<file path="src/rtl/intc4_pkg.sv">
package intc4_pkg;
  typedef logic [7:0] byte_t;

  localparam int unsigned B_CHG_F = 0;
  localparam int unsigned B_EXT_F = 1;
  localparam int unsigned B_TMR_F = 2;
  localparam int unsigned B_CHG_E = 3;
  localparam int unsigned B_EXT_E = 4;
  localparam int unsigned B_TMR_E = 5;
  localparam int unsigned B_ADC_E = 6;
  localparam int unsigned B_GIE   = 7;
  localparam int unsigned B_ADC_F = 1;

  localparam int unsigned N_FLAG = 3;
  localparam int unsigned N_SRC  = 4;
endpackage

</file>
<file path="src/rtl/intc4_sync.sv">
module intc4_sync #(
  parameter int unsigned W = 8,
  parameter int unsigned STAGES = 2
) (
  input  logic         clk_i,
  input  logic         rst_ni,
  input  logic [W-1:0] d_i,
  output logic [W-1:0] q_o
);
  logic [W-1:0] stg_q [STAGES];

  generate
    for (genvar s = 0; s < STAGES; s++) begin : g_stage
      always_ff @(posedge clk_i or negedge rst_ni) begin
        if (!rst_ni) stg_q[s] <= '0;
        else if (s == 0) stg_q[s] <= d_i;
        else stg_q[s] <= stg_q[s-1];
      end
    end
  endgenerate

  assign q_o = stg_q[STAGES-1];
endmodule

</file>
<file path="src/rtl/intc4_detect.sv">
module intc4_detect #(
  parameter int unsigned PORT_W = 8,
  parameter int unsigned CHG_W  = 4,
  localparam int unsigned CHG_LO = PORT_W - CHG_W
) (
  input  logic              clk_i,
  input  logic              rst_ni,
  input  logic [PORT_W-1:0] sync_i,
  input  logic              edge_sel_i,
  input  logic              port_rd_i,
  output logic              ext_evt_o,
  output logic              chg_evt_o
);
  logic             pin_prev_q;
  logic [CHG_W-1:0] ref_q;
  logic [CHG_W-1:0] hi_nib;

  assign hi_nib = sync_i[PORT_W-1:CHG_LO];

  always_ff @(posedge clk_i or negedge rst_ni) begin
    if (!rst_ni) begin
      pin_prev_q <= 1'b0;
      ref_q      <= '0;
    end else begin
      pin_prev_q <= sync_i[0];
      if (port_rd_i) ref_q <= hi_nib;
    end
  end

  always_comb begin
    if (edge_sel_i) ext_evt_o = sync_i[0] & ~pin_prev_q;
    else            ext_evt_o = ~sync_i[0] & pin_prev_q;
  end

  assign chg_evt_o = (hi_nib != ref_q);

  p_ref_refresh_r4: assert property (@(posedge clk_i) disable iff (!rst_ni)
    port_rd_i |=> (ref_q == $past(hi_nib)));
  p_ref_hold_r4: assert property (@(posedge clk_i) disable iff (!rst_ni)
    !port_rd_i |=> $stable(ref_q));
endmodule

</file>
<file path="src/rtl/intc4_regs.sv">
module intc4_regs
  import intc4_pkg::*;
(
  input  logic  clk_i,
  input  logic  rst_ni,
  input  logic  warm_rst_i,
  input  logic  chg_evt_i,
  input  logic  ext_evt_i,
  input  logic  tmr_ovf_i,
  input  logic  adc_done_i,
  input  logic  reg_addr_i,
  input  logic  reg_wr_i,
  input  byte_t reg_wdata_i,
  input  logic  irq_take_i,
  input  logic  irq_ret_i,
  output byte_t reg_rdata_o,
  output logic  irq_req_o
);
  logic [N_FLAG-1:0] flag_q, flag_d, hw_set;
  logic [N_SRC-1:0]  en_q, en_d, pend;
  logic              gie_q, gie_d;
  logic              adc_q, adc_d;
  logic              wr_main, wr_adc;

  assign wr_main = reg_wr_i & ~reg_addr_i;
  assign wr_adc  = reg_wr_i & reg_addr_i;
  assign hw_set  = {tmr_ovf_i, ext_evt_i, chg_evt_i};

  generate
    for (genvar i = 0; i < N_FLAG; i++) begin : g_flag
      always_comb begin
        if (warm_rst_i) flag_d[i] = (i == B_CHG_F) ? flag_q[i] : 1'b0;
        else            flag_d[i] = hw_set[i] | (wr_main ? reg_wdata_i[i] : flag_q[i]);
      end
    end
  endgenerate

  always_comb begin
    en_d  = en_q;
    gie_d = gie_q;
    adc_d = adc_q;
    if (warm_rst_i) begin
      en_d  = '0;
      gie_d = 1'b0;
      adc_d = 1'b0;
    end else begin
      if (wr_main) begin
        en_d  = reg_wdata_i[B_ADC_E:B_CHG_E];
        gie_d = reg_wdata_i[B_GIE];
      end
      if (irq_take_i)     gie_d = 1'b0;
      else if (irq_ret_i) gie_d = 1'b1;
      adc_d = adc_done_i | (wr_adc ? reg_wdata_i[B_ADC_F] : adc_q);
    end
  end

  always_ff @(posedge clk_i or negedge rst_ni) begin
    if (!rst_ni) begin
      flag_q <= '0;
      en_q   <= '0;
      gie_q  <= 1'b0;
      adc_q  <= 1'b0;
    end else begin
      flag_q <= flag_d;
      en_q   <= en_d;
      gie_q  <= gie_d;
      adc_q  <= adc_d;
    end
  end

  // source order matches enable order: chg, ext, tmr, adc
  assign pend      = {adc_q, flag_q} & en_q;
  assign irq_req_o = gie_q & (|pend);

  always_comb begin
    reg_rdata_o = '0;
    if (reg_addr_i) reg_rdata_o[B_ADC_F] = adc_q;
    else            reg_rdata_o = {gie_q, en_q, flag_q};
  end

  p_tmr_set_r5: assert property (@(posedge clk_i) disable iff (!rst_ni)
    (tmr_ovf_i && !warm_rst_i) |=> flag_q[B_TMR_F]);
  p_adc_set_r6: assert property (@(posedge clk_i) disable iff (!rst_ni)
    (adc_done_i && !warm_rst_i) |=> adc_q);
  p_adc_sticky_r6: assert property (@(posedge clk_i) disable iff (!rst_ni)
    (adc_q && !wr_adc && !warm_rst_i) |=> adc_q);
  p_hw_wins_r8: assert property (@(posedge clk_i) disable iff (!rst_ni)
    (wr_main && ext_evt_i && !warm_rst_i) |=> flag_q[B_EXT_F]);
  p_take_clr_r9: assert property (@(posedge clk_i) disable iff (!rst_ni)
    irq_take_i |=> !gie_q);
  p_ret_set_r9: assert property (@(posedge clk_i) disable iff (!rst_ni)
    (irq_ret_i && !irq_take_i && !warm_rst_i) |=> gie_q);
  p_warm_keep_r10: assert property (@(posedge clk_i) disable iff (!rst_ni)
    warm_rst_i |=> (flag_q[B_CHG_F] == $past(flag_q[B_CHG_F])) && en_q == '0 && !gie_q);
  p_req_gated_r7: assert property (@(posedge clk_i) disable iff (!rst_ni)
    (warm_rst_i || irq_take_i) |=> !irq_req_o);
endmodule

</file>
<file path="src/rtl/intc4_ctrl.sv">
module intc4_ctrl
  import intc4_pkg::*;
#(
  parameter int unsigned PORT_W   = 8,
  parameter int unsigned CHG_W    = 4,
  parameter int unsigned VEC_W    = 10,
  parameter logic [VEC_W-1:0] VEC_ADDR = 10'h004
) (
  input  logic              clk_i,
  input  logic              rst_ni,
  input  logic              warm_rst_i,
  input  logic [PORT_W-1:0] port_i,
  input  logic              edge_sel_i,
  input  logic              port_rd_i,
  output logic [PORT_W-1:0] port_o,
  input  logic              tmr_ovf_i,
  input  logic              adc_done_i,
  input  logic              reg_addr_i,
  input  logic              reg_wr_i,
  input  logic [7:0]        reg_wdata_i,
  output logic [7:0]        reg_rdata_o,
  input  logic              irq_take_i,
  input  logic              irq_ret_i,
  output logic              irq_req_o,
  output logic [VEC_W-1:0]  vec_o
);
  logic [PORT_W-1:0] port_s;
  logic              ext_evt, chg_evt;

  intc4_sync #(.W(PORT_W), .STAGES(2)) u_sync (
    .clk_i (clk_i),
    .rst_ni(rst_ni),
    .d_i   (port_i),
    .q_o   (port_s)
  );

  intc4_detect #(.PORT_W(PORT_W), .CHG_W(CHG_W)) u_det (
    .clk_i     (clk_i),
    .rst_ni    (rst_ni),
    .sync_i    (port_s),
    .edge_sel_i(edge_sel_i),
    .port_rd_i (port_rd_i),
    .ext_evt_o (ext_evt),
    .chg_evt_o (chg_evt)
  );

  intc4_regs u_regs (
    .clk_i      (clk_i),
    .rst_ni     (rst_ni),
    .warm_rst_i (warm_rst_i),
    .chg_evt_i  (chg_evt),
    .ext_evt_i  (ext_evt),
    .tmr_ovf_i  (tmr_ovf_i),
    .adc_done_i (adc_done_i),
    .reg_addr_i (reg_addr_i),
    .reg_wr_i   (reg_wr_i),
    .reg_wdata_i(reg_wdata_i),
    .irq_take_i (irq_take_i),
    .irq_ret_i  (irq_ret_i),
    .reg_rdata_o(reg_rdata_o),
    .irq_req_o  (irq_req_o)
  );

  assign port_o = port_s;
  assign vec_o  = VEC_ADDR;

  p_chg_lo_ignored_r4: assert property (@(posedge clk_i) disable iff (!rst_ni)
    (port_s[PORT_W-1:PORT_W-CHG_W] == $past(port_s[PORT_W-1:PORT_W-CHG_W]) && $past(!port_rd_i)
     && $past(!chg_evt)) |-> !chg_evt);
endmodule

</file>
<file path="config.mk">
export PLATFORM = sky130hd
export DESIGN_NAME = intc4_ctrl
export DESIGN_NICKNAME = d
export VERILOG_FILES = /design/src/rtl/intc4_pkg.sv /design/src/rtl/intc4_sync.sv /design/src/rtl/intc4_detect.sv /design/src/rtl/intc4_regs.sv /design/src/rtl/intc4_ctrl.sv
export SDC_FILE = /design/constraint.sdc
export NUM_CORES = 1
export LEC_CHECK = 0
export ABC_AREA = 1
export BUFFER_PORTS_ARGS = -buffer_cell sky130_fd_sc_hd__buf_2
export CAP_MARGIN = 20
export CORE_AREA = 2 2 64 66
export CTS_CLUSTER_DIAMETER = 120
export DETAILED_ROUTE_END_ITERATION = 6
export DIE_AREA = 0 0 66 68
export MAX_ROUTING_LAYER = met4
export PLACE_DENSITY = 0.61
export REMOVE_ABC_BUFFERS = 1
export SETUP_SLACK_MARGIN = 0.2
export SLEW_MARGIN = 20
export SYNTH_ARGS = -nofsm -noshare
export SYNTH_HDL_FRONTEND = slang
export SYNTH_SLANG_ARGS = --single-unit
export TNS_END_PERCENT = 30
</file>
<file path="constraint.sdc">
create_clock -name clk_i -period 2.6 [get_ports clk_i]
set_input_delay 0.52 -clock clk_i [delete_from_list [all_inputs] [get_ports clk_i]]
set_output_delay 0.52 -clock clk_i [all_outputs]
set_load 0.02 [all_outputs]
</file>
==> results.py <==
metrics = {
    "outcome": {
        "status": "completed",
    },
    "routing": {
        "dr.pass1.iters": 4,
        "drc_errors": 0,
        "drt_iter0_drc": 17,
        "highest_layer": "met4",
        "wl_um": 2270,
        "antenna_left": 0,
        "num_vias": 926,
        "wire_per_inst_um": 9.77,
        "route.met2.wl_um": 985,
        "avgViaCountPerCell": 3.99,
        "met1Wirelength_um": 1060,
        "wl_met3_um": 206,
    },
    "sta": {
        "finalMaxSlewViolations": 0,
        "setup_ws_ns": 0.948,
        "setup_viol": 0,
        "worstMarginPinSlew_ns": 0.645,
        "fin_crit_ns": 1.65,
        "slew_headroom": 0.570,
        "hold_viol": 0,
        "rsz0062_at_grt": "false",
        "fmax_ghz": 0.606,
        "fin_crit_sh": 0.635,
        "finClkSkew_ns": 0.00625,
        "fin_setup_tns_ns": 0,
    },
    "layout": {
        "final_cell_area_sq_um": 1540,
        "post_route_cells_drive_above_1_share": 0.297,
        "seqCellArea_sq_um": 751,
        "nNetsFinal": 210,
        "final_common_cell": "buf_2",
        "synthToLayoutAreaGrowth_pct": 19.1,
        "diodes": 0,
        "mostFrequentLayoutCells": "buf_2 (43), dfrtp_1 (30), nand2_1 (25)",
        "multi_input_area_sq_um": 353,
        "n_fill_cell": 407,
        "instances_no_fill": 232,
    },
    "power": {
        "total_power_mw": 0.982,
        "power.density_nw_per_um2": 637,
        "p_clk_frac": 0.359,
        "combPwrFrac": 0.126,
        "p_leak_nw": 0.835,
        "power_switching_mw": 0.244,
        "p_int_mw": 0.738,
        "worst_ir_drop_vdd_v": 0.000340,
        "p_sw_frac": 0.249,
        "seqPwrFrac": 0.515,
    },
    "yosys": {
        "yosysWarnings": 0,
        "synth_seq_cells": 30,
        "syn_inst": 144,
        "syn_area_sq_um": 1290,
        "avgSynthCellArea_sq_um": 8.99,
        "yosysSeqAreaShare": 0.580,
        "synth_cell_type_count": 15,
    },
    "placement": {
        "placed_cells": 226,
        "portBuffers": 43,
        "dpl_cell_area_sq_um": 1460,
        "gp_congestion": 0.677,
        "post-place-ws_ns": 1.02,
        "hpwl_um": 1760,
    },
    "setup_path": {
        "crit_buf_inv": 2,
        "worst_setup_path_end_kind": "output pin",
        "crit_fanout": 3,
        "cp.required_ns": 2.08,
        "critPathKind": "flop to output pin",
        "start_kind": "flop",
        "crit_top_cell": "nor2_1",
        "crit_family": "flip-flops",
        "crit_arrival_ns": 1.13,
        "cp_cell_sequence": "inv_1 > o22ai_1 > nor2_1 > nor2_1 > buf_2",
        "slowest_delay_ns": 0.36,
        "slowest_stage": "dfrtp_1",
    },
    "floorplan": {
        "die-width_um": 66,
        "start_util": 0.336,
        "core_area_sq_um": 3860,
        "fp.dieArea_sq_um": 4490,
        "die_y_um": 68,
        "ios": 54,
        "row_count": 23,
    },
    "clock_tree": {
        "clock-sinks": 30,
        "clk_latency_ns": 0.27,
        "clk_pin_slew_ns": 0.06,
        "cts_repair_resize_count": 0,
        "root_buffer": "clkbuf_8",
        "cts_max_path_buffers": 2,
        "cts_tree": "built",
        "cts_hold_buf": 0,
        "numCtsBuffers": 5,
        "postCtsSetupBuffers": 0,
        "htreeDepth": 2,
    },
    "global_routing": {
        "grt_pass1_vias": 850,
        "grt_max_degree": 31,
        "overflow": 0,
        "antenna_found_initial": 0,
        "track_usage": 0.114,
        "grt_pass1_wl_um": 3680,
    },
    "worst_hold_path": {
        "min_path_type": "primary input to async pin",
    },
    "flow_run": {
        "cap_violations": 0,
    },
}
==> Yosys cell counts <==
master,count,area [sq um]
a31oi_1,1,6.26
nand3_1,7,35.0
o21ai_1,9,45.0
inv_2,4,15.0
nor2_1,19,71.3
a21oi_1,4,20.0
nand2_1,25,93.8
buf_4,19,143
o21ai_0,4,20.0
or2_1,1,6.26
conb_1,2,7.51
o22ai_1,1,6.26
nor2_4,1,11.3
inv_1,17,63.8
dfrtp_1,30,751
==> per-layer routing <==
layer  track usage  up-vias
met5             -        -
met4        0.0459        0
met3        0.0362        2
met2         0.174       42
met1         0.141      393
li1              -      489
==> cell families (layout without fill, tap and decap cells) <==
kind of cell / after synthesis / count (layout) / share of synthesized area
simple gates: 53 / 53 / 0.168
buf+inv: 40 / 70 / 0.171
flops: 30 / 30 / 0.580
compound gates: 19 / 19 / 0.0754
other cells: 2 / 10 / 0.00580
==> metrics by stage <==
step | hold WS, ns | utilization
floorplan | 0.224 | -
global placement | 0.332 | 0.379
detailed placement | 0.337 | 0.379
CTS | 0.290 | 0.400
global route | 0.327 | 0.400
finish | 0.273 | 0.400
==> path summary, 6_finish.rpt <==
kind                                                end  slack (ns)                    startpoint  cells past startpoint
setup / recovery                              irq_req_o        0.95  u_regs.flag_q[0]$_DFFE_PN0N_                      5
hold / removal               u_det.ref_q[0]$_DFFE_PN0P_        0.27                        rst_ni                      1
setup reg to reg           u_regs.flag_q[0]$_DFFE_PN0N_        1.69       u_sync.q_o[4]$_DFF_PN0_                      4
hold reg to reg                 u_sync.q_o[2]$_DFF_PN0_        0.34    u_sync.stg_q[10]$_DFF_PN0_                      0
max in group asynchronous    u_det.pin_prev_q$_DFF_PN0_        1.91                        rst_ni                      1
min in group clk_i              u_sync.q_o[2]$_DFF_PN0_        0.34    u_sync.stg_q[10]$_DFF_PN0_                      0
==> flip-flops by register name, indices dropped and copies added, names as in the netlist <==
register and cells:
u_regs.adc_q 1, u_sync.q_o 8, u_regs.en_q 4, u_det.ref_q 4
u_sync.stg_q 8, u_regs.gie_q 1, u_regs.flag_q 3, u_det.pin_prev_q 1
==> final cells by class <==
class,instances,area share
flip-flops and latches,30,0.487
well taps,50,0.0406
clock buffers,6,0.0535
multi-input cells,82,0.229
inverters,21,0.0511
repair buffers,43,0.139
==> power groups by stage <==
stage | registers (mW) | logic, mW | clock network, mW
after floorplan | 0.520 | 0.0629 | 0
after global placement | 0.513 | 0.125 | 0
after detailed placement | 0.515 | 0.126 | 0
after CTS | 0.506 | 0.127 | 0.365
after global routing | 0.509 | 0.141 | 0.384
final | 0.506 | 0.124 | 0.352
(Power assumes the default switching activity.)
